### config.mk
export PLATFORM = sky130hd
export DESIGN_NAME = gpio_mux_port
export DESIGN_NICKNAME = d
export VERILOG_FILES = /design/src/rtl/gpio_mux_pkg.sv /design/src/rtl/gpio_sync.sv /design/src/rtl/gpio_regs.sv /design/src/rtl/gpio_pin_mux.sv /design/src/rtl/gpio_mux_port.sv
export SDC_FILE = /design/constraint.sdc
export NUM_CORES = 1
export LEC_CHECK = 0
export CAP_MARGIN = 5
export CORE_MARGIN = 8
export CORE_UTILIZATION = 36
export CTS_CLUSTER_SIZE = 20
export DETAILED_ROUTE_END_ITERATION = 8
export GPL_ROUTABILITY_DRIVEN = 0
export PLACE_DENSITY = 0.75
export SLEW_MARGIN = 20
export SYNTH_ARGS = -nofsm -noshare
export SYNTH_HDL_FRONTEND = slang
export SYNTH_SLANG_ARGS = --single-unit
### constraint.sdc
create_clock -name clk -period 1.2 [get_ports clk]
set_input_delay 0.24 -clock clk [delete_from_list [all_inputs] [get_ports clk]]
set_output_delay 0.24 -clock clk [all_outputs]
set_load 0.1 [all_outputs]
### src/rtl/gpio_mux_pkg.sv
package gpio_mux_pkg;

    typedef enum logic [1:0] {
        ROLE_GPIO   = 2'd0,
        ROLE_TMR    = 2'd1,
        ROLE_SER_RX = 2'd2,
        ROLE_SER_TX = 2'd3
    } pin_role_e;

    // Static role of a pin index given the peripheral bit placement
    function automatic pin_role_e role_of(input int idx, input int tmr_base,
                                          input int tmr_ch, input int rx_bit,
                                          input int tx_bit);
        if (idx >= tmr_base && idx < tmr_base + tmr_ch) return ROLE_TMR;
        if (idx == rx_bit) return ROLE_SER_RX;
        if (idx == tx_bit) return ROLE_SER_TX;
        return ROLE_GPIO;
    endfunction

endpackage

### src/rtl/gpio_sync.sv
module gpio_sync #(
    parameter int WIDTH  = 8,
    parameter int STAGES = 2
) (
    input  logic             clk,
    input  logic             rst_n,
    input  logic [WIDTH-1:0] async_in,
    output logic [WIDTH-1:0] sync_out
);

    logic [STAGES-1:0][WIDTH-1:0] chain_d, chain_q;

    always_comb begin
        chain_d[0] = async_in;
        for (int s = 1; s < STAGES; s++) begin
            chain_d[s] = chain_q[s-1];
        end
    end

    always_ff @(posedge clk or negedge rst_n) begin
        if (!rst_n) chain_q <= '0;
        else        chain_q <= chain_d;
    end

    assign sync_out = chain_q[STAGES-1];

endmodule

### src/rtl/gpio_regs.sv
module gpio_regs #(
    parameter int                WIDTH     = 8,
    parameter int                ADDR_W    = 8,
    parameter logic [ADDR_W-1:0] DATA_ADDR = 'h08,
    parameter logic [ADDR_W-1:0] DIR_ADDR  = 'h0C
) (
    input  logic              clk,
    input  logic              rst_n,
    input  logic              bus_sel,
    input  logic              bus_wr,
    input  logic [ADDR_W-1:0] bus_addr,
    input  logic [WIDTH-1:0]  bus_wdata,
    output logic [WIDTH-1:0]  bus_rdata,
    input  logic [WIDTH-1:0]  pin_sync,
    output logic [WIDTH-1:0]  latch,
    output logic [WIDTH-1:0]  dir
);

    typedef struct packed {
        logic [WIDTH-1:0] latch;
        logic [WIDTH-1:0] dir;
    } regs_t;

    regs_t st_d, st_q;

    logic wr_data, wr_dir, rd_data, rd_dir;

    always_comb begin
        wr_data = bus_sel &&  bus_wr && (bus_addr == DATA_ADDR);
        wr_dir  = bus_sel &&  bus_wr && (bus_addr == DIR_ADDR);
        rd_data = bus_sel && !bus_wr && (bus_addr == DATA_ADDR);
        rd_dir  = bus_sel && !bus_wr && (bus_addr == DIR_ADDR);
    end

    always_comb begin
        st_d = st_q;
        if (wr_data) st_d.latch = bus_wdata;
        if (wr_dir)  st_d.dir   = bus_wdata;
    end

    always_ff @(posedge clk or negedge rst_n) begin
        if (!rst_n) st_q <= '0;
        else        st_q <= st_d;
    end

    // Read source per bit follows the direction bit, never ownership
    always_comb begin
        bus_rdata = '0;
        if (rd_data) bus_rdata = (st_q.dir & st_q.latch) | (~st_q.dir & pin_sync);
        else if (rd_dir) bus_rdata = st_q.dir;
    end

    assign latch = st_q.latch;
    assign dir   = st_q.dir;

    // reset leaves both registers cleared
    p_reset_clear_r1: assert property (@(posedge clk)
        !rst_n |=> (st_q == '0));

    // a direction write lands in the next cycle
    p_dir_write_r2: assert property (@(posedge clk) disable iff (!rst_n)
        wr_dir |=> (dir == $past(bus_wdata)));

    // without a data write the latch holds
    p_latch_hold_r9: assert property (@(posedge clk) disable iff (!rst_n)
        !wr_data |=> $stable(latch));

endmodule

### src/rtl/gpio_pin_mux.sv
module gpio_pin_mux
    import gpio_mux_pkg::*;
#(
    parameter int WIDTH      = 8,
    parameter int TMR_CH     = 2,
    parameter int TMR_BASE   = 2,
    parameter int MODE_W     = 2,
    parameter int SER_RX_BIT = 1,
    parameter int SER_TX_BIT = 0
) (
    input  logic                     clk,
    input  logic                     rst_n,
    input  logic [WIDTH-1:0]         latch,
    input  logic [WIDTH-1:0]         dir,
    input  logic [WIDTH-1:0]         pin_sync,
    input  logic [TMR_CH*MODE_W-1:0] tmr_mode,
    input  logic [TMR_CH-1:0]        tmr_out,
    input  logic [TMR_CH-1:0]        tmr_oe,
    input  logic                     ser_en,
    input  logic                     ser_tx,
    output logic [WIDTH-1:0]         pin_out,
    output logic [WIDTH-1:0]         pin_oe,
    output logic [TMR_CH-1:0]        tmr_in,
    output logic                     ser_rx
);

    logic [WIDTH-1:0] owned;

    for (genvar i = 0; i < WIDTH; i++) begin : g_pin
        localparam pin_role_e ROLE = role_of(i, TMR_BASE, TMR_CH, SER_RX_BIT, SER_TX_BIT);
        if (ROLE == ROLE_TMR) begin : g_tmr
            localparam int CH = i - TMR_BASE;
            assign owned[i]   = |tmr_mode[CH*MODE_W +: MODE_W];
            assign pin_out[i] = owned[i] ? tmr_out[CH] : latch[i];
            assign pin_oe[i]  = owned[i] ? tmr_oe[CH]  : dir[i];
        end else if (ROLE == ROLE_SER_RX) begin : g_rx
            assign owned[i]   = ser_en;
            assign pin_out[i] = owned[i] ? 1'b0 : latch[i];
            assign pin_oe[i]  = owned[i] ? 1'b0 : dir[i];
        end else if (ROLE == ROLE_SER_TX) begin : g_tx
            assign owned[i]   = ser_en;
            assign pin_out[i] = owned[i] ? ser_tx : latch[i];
            assign pin_oe[i]  = owned[i] ? 1'b1   : dir[i];
        end else begin : g_gpio
            assign owned[i]   = 1'b0;
            assign pin_out[i] = latch[i];
            assign pin_oe[i]  = dir[i];
        end

        // enabling an unowned pin never changes its value
        p_oe_rise_no_glitch_r4: assert property (@(posedge clk) disable iff (!rst_n)
            (!owned[i] && $past(!owned[i]) && $rose(pin_oe[i])) |-> $stable(pin_out[i]));
    end

    for (genvar c = 0; c < TMR_CH; c++) begin : g_tin
        assign tmr_in[c] = pin_sync[TMR_BASE + c];
    end

    assign ser_rx = pin_sync[SER_RX_BIT];

    // the receive pin is never driven while the serial unit owns it
    p_rx_never_driven_r6: assert property (@(posedge clk) disable iff (!rst_n)
        ser_en |-> !pin_oe[SER_RX_BIT]);

    // an owned timer pin follows the timer enable, not the direction bit
    p_tmr_oe_follow_r5: assert property (@(posedge clk) disable iff (!rst_n)
        (|tmr_mode[(TMR_CH-1)*MODE_W +: MODE_W] && !dir[TMR_BASE+TMR_CH-1])
            |-> (pin_oe[TMR_BASE+TMR_CH-1] == tmr_oe[TMR_CH-1]));

endmodule

### src/rtl/gpio_mux_port.sv
module gpio_mux_port #(
    parameter int                WIDTH      = 8,
    parameter int                ADDR_W     = 8,
    parameter logic [ADDR_W-1:0] DATA_ADDR  = 'h08,
    parameter logic [ADDR_W-1:0] DIR_ADDR   = 'h0C,
    parameter int                SYNC_STAGES = 2,
    parameter int                TMR_CH     = 2,
    parameter int                TMR_BASE   = 2,
    parameter int                MODE_W     = 2,
    parameter int                SER_RX_BIT = 1,
    parameter int                SER_TX_BIT = 0
) (
    input  logic                     clk,
    input  logic                     rst_n,
    input  logic                     bus_sel,
    input  logic                     bus_wr,
    input  logic [ADDR_W-1:0]        bus_addr,
    input  logic [WIDTH-1:0]         bus_wdata,
    output logic [WIDTH-1:0]         bus_rdata,
    input  logic [WIDTH-1:0]         pin_in,
    output logic [WIDTH-1:0]         pin_out,
    output logic [WIDTH-1:0]         pin_oe,
    input  logic [TMR_CH*MODE_W-1:0] tmr_mode,
    input  logic [TMR_CH-1:0]        tmr_out,
    input  logic [TMR_CH-1:0]        tmr_oe,
    output logic [TMR_CH-1:0]        tmr_in,
    input  logic                     ser_en,
    input  logic                     ser_tx,
    output logic                     ser_rx
);

    logic [WIDTH-1:0] pin_sync, latch, dir;

    gpio_sync #(.WIDTH(WIDTH), .STAGES(SYNC_STAGES)) sync_i (
        .clk      (clk),
        .rst_n    (rst_n),
        .async_in (pin_in),
        .sync_out (pin_sync)
    );

    gpio_regs #(
        .WIDTH(WIDTH), .ADDR_W(ADDR_W), .DATA_ADDR(DATA_ADDR), .DIR_ADDR(DIR_ADDR)
    ) regs_i (
        .clk       (clk),
        .rst_n     (rst_n),
        .bus_sel   (bus_sel),
        .bus_wr    (bus_wr),
        .bus_addr  (bus_addr),
        .bus_wdata (bus_wdata),
        .bus_rdata (bus_rdata),
        .pin_sync  (pin_sync),
        .latch     (latch),
        .dir       (dir)
    );

    gpio_pin_mux #(
        .WIDTH(WIDTH), .TMR_CH(TMR_CH), .TMR_BASE(TMR_BASE), .MODE_W(MODE_W),
        .SER_RX_BIT(SER_RX_BIT), .SER_TX_BIT(SER_TX_BIT)
    ) mux_i (
        .clk      (clk),
        .rst_n    (rst_n),
        .latch    (latch),
        .dir      (dir),
        .pin_sync (pin_sync),
        .tmr_mode (tmr_mode),
        .tmr_out  (tmr_out),
        .tmr_oe   (tmr_oe),
        .ser_en   (ser_en),
        .ser_tx   (ser_tx),
        .pin_out  (pin_out),
        .pin_oe   (pin_oe),
        .tmr_in   (tmr_in),
        .ser_rx   (ser_rx)
    );

endmodule

======== Word-level counts from Yosys, hierarchy flattened ========
Cells that the tools add are included.
storage, ports and cells
  register bits after elaboration ......... 32
  word-level logic and storage cells ...... 29
  input bits .............................. 38
  bits in latches ......................... 0
  memory bits (writable) .................. 0
  memories kept ........................... 0
  memory bits (read-only) ................. 0
cells by class
  reductions and logical operators ........ 9
  shift operators ......................... 0
  add/subtract/negate cells ............... 0
  magnitude comparators ................... 0
  div/mod/pow operators ................... 0
  multipliers ............................. 0
  bitwise operators ....................... 4
  equality and inequality tests ........... 2
  muxes and demuxes ....................... 10
operator list
  operator                                       count
  bitwise AND 8 bit                              2
  == test 8 x 4 -> 1 bit, second input constant  2
  2-to-1 mux 8 bit                               2
  2-to-1 mux 1 bit                               8
  NOT 8 bit                                      1
  OR 8 bit                                       1
  logical AND 1 bit                              6
  OR reduction 2 bit                             2
  logical NOT 1 bit                              1

======== Depth between registers and ports, before layout ========
  word-level depth ........................ 5
  gate-level depth with buffers ........... 5
  gate-level depth less buffers ........... 3

======== Modules after synthesis ========
From an unflattened synthesis, not the netlist that was laid out.
second synthesis, totals
  cell total of the unflattened synthesis .. 108
  area total of the unflattened synthesis .. 1,400.1 um^2
modules (own cells, without submodules)
  module        area an instance (um^2)  cells an instance  sequential area each (um^2)  instances
  gpio_regs     814.5                    71                 400.4                        1
  gpio_sync     400.4                    16                 400.4                        1
  gpio_pin_mux  185.2                    21                 0.0                          1

======== Worst setup path after synthesis ========
OpenSTA, ideal clock, no wires.
  kind .................................... register to output
  from .................................... register sync_i.chain_q, in the netlist sync_i.sync_out[1]
  to ...................................... output bus_rdata[1]
  required time ........................... 0.960 ns
  cell stages (with the launch flop) ...... 3
  data arrival time ....................... 2.488 ns
  path buffers ............................ 0
  path slack .............................. -1.528 ns
  cells stage by stage .................... dfrtp_1 nand2_1 a21oi_1
between the ends
  cells in the longest elaborated chain, start to end .. 3
ends and longest elaborated chain
  what                      RTL line             text
  start: declaration        gpio_sync.sv:11      logic [STAGES-1:0][WIDTH-1:0] chain_d, chain_q;
  start signal: assignment  gpio_sync.sv:22      else chain_q <= chain_d;
  bitwise AND 8 bit         gpio_regs.sv:49      if (rd_data) bus_rdata = (st_q.dir & st_q.latch) | (~st_q.dir & pin_sync);
  OR 8 bit                  gpio_regs.sv:49
  2-to-1 mux 8 bit          gpio_regs.sv:49
  end: declaration          gpio_mux_port.sv:19  output logic [WIDTH-1:0] bus_rdata,
No other way between the ends.

======== Final worst setup path ========
  from .................................... register regs_i.st_q, in the netlist regs_i.dir[6]
  to ...................................... output bus_rdata[6]
between the ends
  cells in the longest elaborated chain, start to end .. 4
ends and longest elaborated chain
  what                      RTL line         text
  start: declaration        gpio_regs.sv:24  regs_t st_d, st_q;
  start signal: assignment  gpio_regs.sv:43  else st_q <= st_d;
  NOT 8 bit                 gpio_regs.sv:49
  bitwise AND 8 bit         gpio_regs.sv:49
  OR 8 bit                  gpio_regs.sv:49
  2-to-1 mux 8 bit (*)      gpio_regs.sv:49
Every way passes the cells marked *; elsewhere a longest branch is shown, timed or not.

==> summary.txt <==
Run status
  – Status: complete, but fails checks
  – Failing checks: negative setup slack

GRT
  – GRT Total Usage: 0.142
  – Largest net degree at the start of global routing: 33
  – Vias in the first global route: 1373
  – Grt ovf: 0
  – Initial antenna violation count: 0
  – First-pass GRT wire length: 6.84 mm

Layout
  – Synth-to-Final Area Change: 104%
  – Fill count: 223
  – ANT cells: 0
  – Nets: 231
  – Most common cell after layout, fill and taps aside: dfrtp_1
  – Design area: 0.00277 mm2
  – Commonest non-fill, non-tap cells in the layout: 32 x dfrtp_1, 28 x buf_12, 22 x clkdlybuf4s50_1
  – Core Util, Final: 0.762
  – Layout cells sized above 1: 0.546
  – Finished Layout Cells: 242
  – Register area: 801 um2
  – Area of the multi-input gates: 628 um2

Synth
  – FF+latch count, synth: 32
  – Syn avg cell area: 12.8 um2
  – Unique cell type count in the Yosys netlist: 16
  – Seq/Total Area, Yosys: 0.590
  – Netlist Area Pre-Place: 0.00136 mm2
  – Yosys warns: 0
  – Synth Net Count: 144
  – Yosys top cell by area: dfrtp_1
  – Top area cells in the synthesized netlist: dfrtp_1 59%, mux2_2 17%, buf_4 5.5%
  – Post-Synthesis Cells: 106
  – Yosys top cell area share: 0.590

Clock network
  – Worst-Skew Late Latency: 0.28 ns
  – Maximum clock path buffer count: 2
  – Clk sinks: 32
  – CTS tree: built
  – Root Buffer Master: clkbuf_8
  – CTS clk-pin slew, worst paths: 0.06 ns
  – CTS Buf Count: 5
  – H-tree Lvls: 2

Place
  – Port Buffers: 64
  – Placed Instances: 234
  – Post-DP HPWL: 3.28 mm
  – Placed instance area: 0.00257 mm2
  – Worst slack, placed: -0.711 ns

STA
  – Final Critical Period: 1.66 ns
  – Worst Skew: 0.00569 ns
  – Slew Limit Fails: 0
  – Final worst-path cycle share: 1.38
  – WHS: 0.322 ns
  – Setup_tns: -4.36 ns
  – Worst Tran Pin Value: 0.383 ns
  – RSZ-0062 raised after global routing: true
  – Worst Slack Setup Final: -0.457 ns
  – Max transition margin: 0.742
  – Max Fclk: 603 MHz
  – Fin. Hold Viols: 0
  – Final setup vio count: 21

Floorplan
  – Die height: 77.4 um
  – Full die area: 0.00599 mm2
  – # rows: 22
  – Top Ports: 65
  – Core area: 0.00363 mm2
  – Initial core utilization: 0.373
  – Die width: 77.4 um

Worst hold path
  – Worst min-delay path category: input port to asynchronous set/reset pin

Worst setup path
  – Crit path launch type: flip-flop
  – Setup CP Type: flip-flop to primary output
  – CP max stage delay: 0.40 ns
  – Crit end category: primary output
  – Largest delay contributor family on the critical path: simple AND/OR/NAND/NOR gates
  – CP Buf/Inv Count: 1
  – Largest fanout on the critical path: 2
  – WP data arrival: 1.42 ns
  – CP Data Required Time: 0.96 ns
  – Crit-path slowest cell: or3b_4
  – CP cell instances: or3b_4, a21oi_4, buf_12

Power
  – Final Power: 2.58 mW
  – Leakage Power: 1.24 nW
  – Peak VDD IR: 0.685 mV
  – Power Dens Cells: 931 mW/mm2

Detailed routing
  – 1st-pass router iterations: 4
  – Final Routed Wirelength: 4.32 mm
  – # DRC: 0
  – Drt via density: 4.71
  – Number of DRC markers in iteration 0: 32
  – Routed WL per cell: 17.9 um
  – Vias: 1141
  – Post-route ant nets: 0

Job
  – Reported max-cap violation count: 0
-- synthesized netlist by cell type --
library cell,count
nand4b_2,1
dfrtp_1,32
mux2_2,21
nor2_1,9
buf_4,10
clkbuf_1,2
a21oi_1,8
nand4_2,1
nand3b_1,1
or2_2,1
o21ai_0,8
nor4_4,1
nor2b_1,2
nand2_1,7
or3b_2,1
and4bb_1,1
-- repair_timing --
item / 4_1_cts / 5_1_grt
setup endpoints to repair: 40 / 33
pin swaps: 9 / 5
resized for setup: 67 / 7
buffers inserted: 3 / 4
hold buffers: 0 / 0
-- path summary, 6_finish.rpt --
kind | slack [ns] | startpoint | end | cells past startpoint
worst max-delay path | -0.46 | regs_i.dir[6] | bus_rdata[6] | 3
worst min-delay path | 0.32 | rst_n | sync_i.sync_out[5] | 2
min in group clk | 0.35 | sync_i.chain_d[10] | sync_i.sync_out[2] | 0
worst max register to register | 0.29 | regs_i.dir[6] | regs_i.dir[6] | 2
max in group asynchronous | 0.71 | rst_n | regs_i.dir[0] | 2
worst min register to register | 0.35 | sync_i.chain_d[10] | sync_i.sync_out[2] | 0
-- final cells by class --
cell class	instances	share of cell area
repair buffers	92	0.429
flip-flops and latches	32	0.289
multi-input cells	62	0.227
clock buffers	6	0.0298
well taps	48	0.0217
clock inverters	2	0.00361
-- logic make-up (layout without fill, tap and decap cells) --
| group | after synthesis | in the layout | share of synthesized area |
|---|---|---|---|
| muxes | 21 | 21 | 0.174 |
| buffers and inverters | 12 | 100 | 0.0609 |
| and+or+nand+nor | 25 | 25 | 0.115 |
| AOI/OAI and AO/OA | 16 | 16 | 0.0590 |
| DFF | 32 | 32 | 0.590 |
-- report_power, final --
group / switching (mW) / total (mW) / leakage [nW] / internal [mW]
clock: 0.368 / 0.825 / 0.0510 / 0.456
sequential: 0.0263 / 1.15 / 0.409 / 1.12
combinational: 0.325 / 0.606 / 0.777 / 0.282
-- worst register-to-register path: cells and delay by family (launching register included) --
kind | cells | cell delay (ns)
DFF | 1 | 0.39
buffers and inverters | 1 | 0.16
muxes | 1 | 0.25
-- state kept, by name, indices dropped and copies added (netlist names) --
name / flops
regs_i.dir: 8
regs_i.latch: 8
sync_i.chain_d: 8
sync_i.sync_out: 8
-- routing by layer --
layer,share of wire,up-vias,global-route usage
met5,0,-,0
met4,0.0053,0,0.0264
met3,0.083,4,0.0622
met2,0.52,53,0.261
met1,0.39,554,0.145
li1,-,530,-
Power figures use the tool's default switching activity.
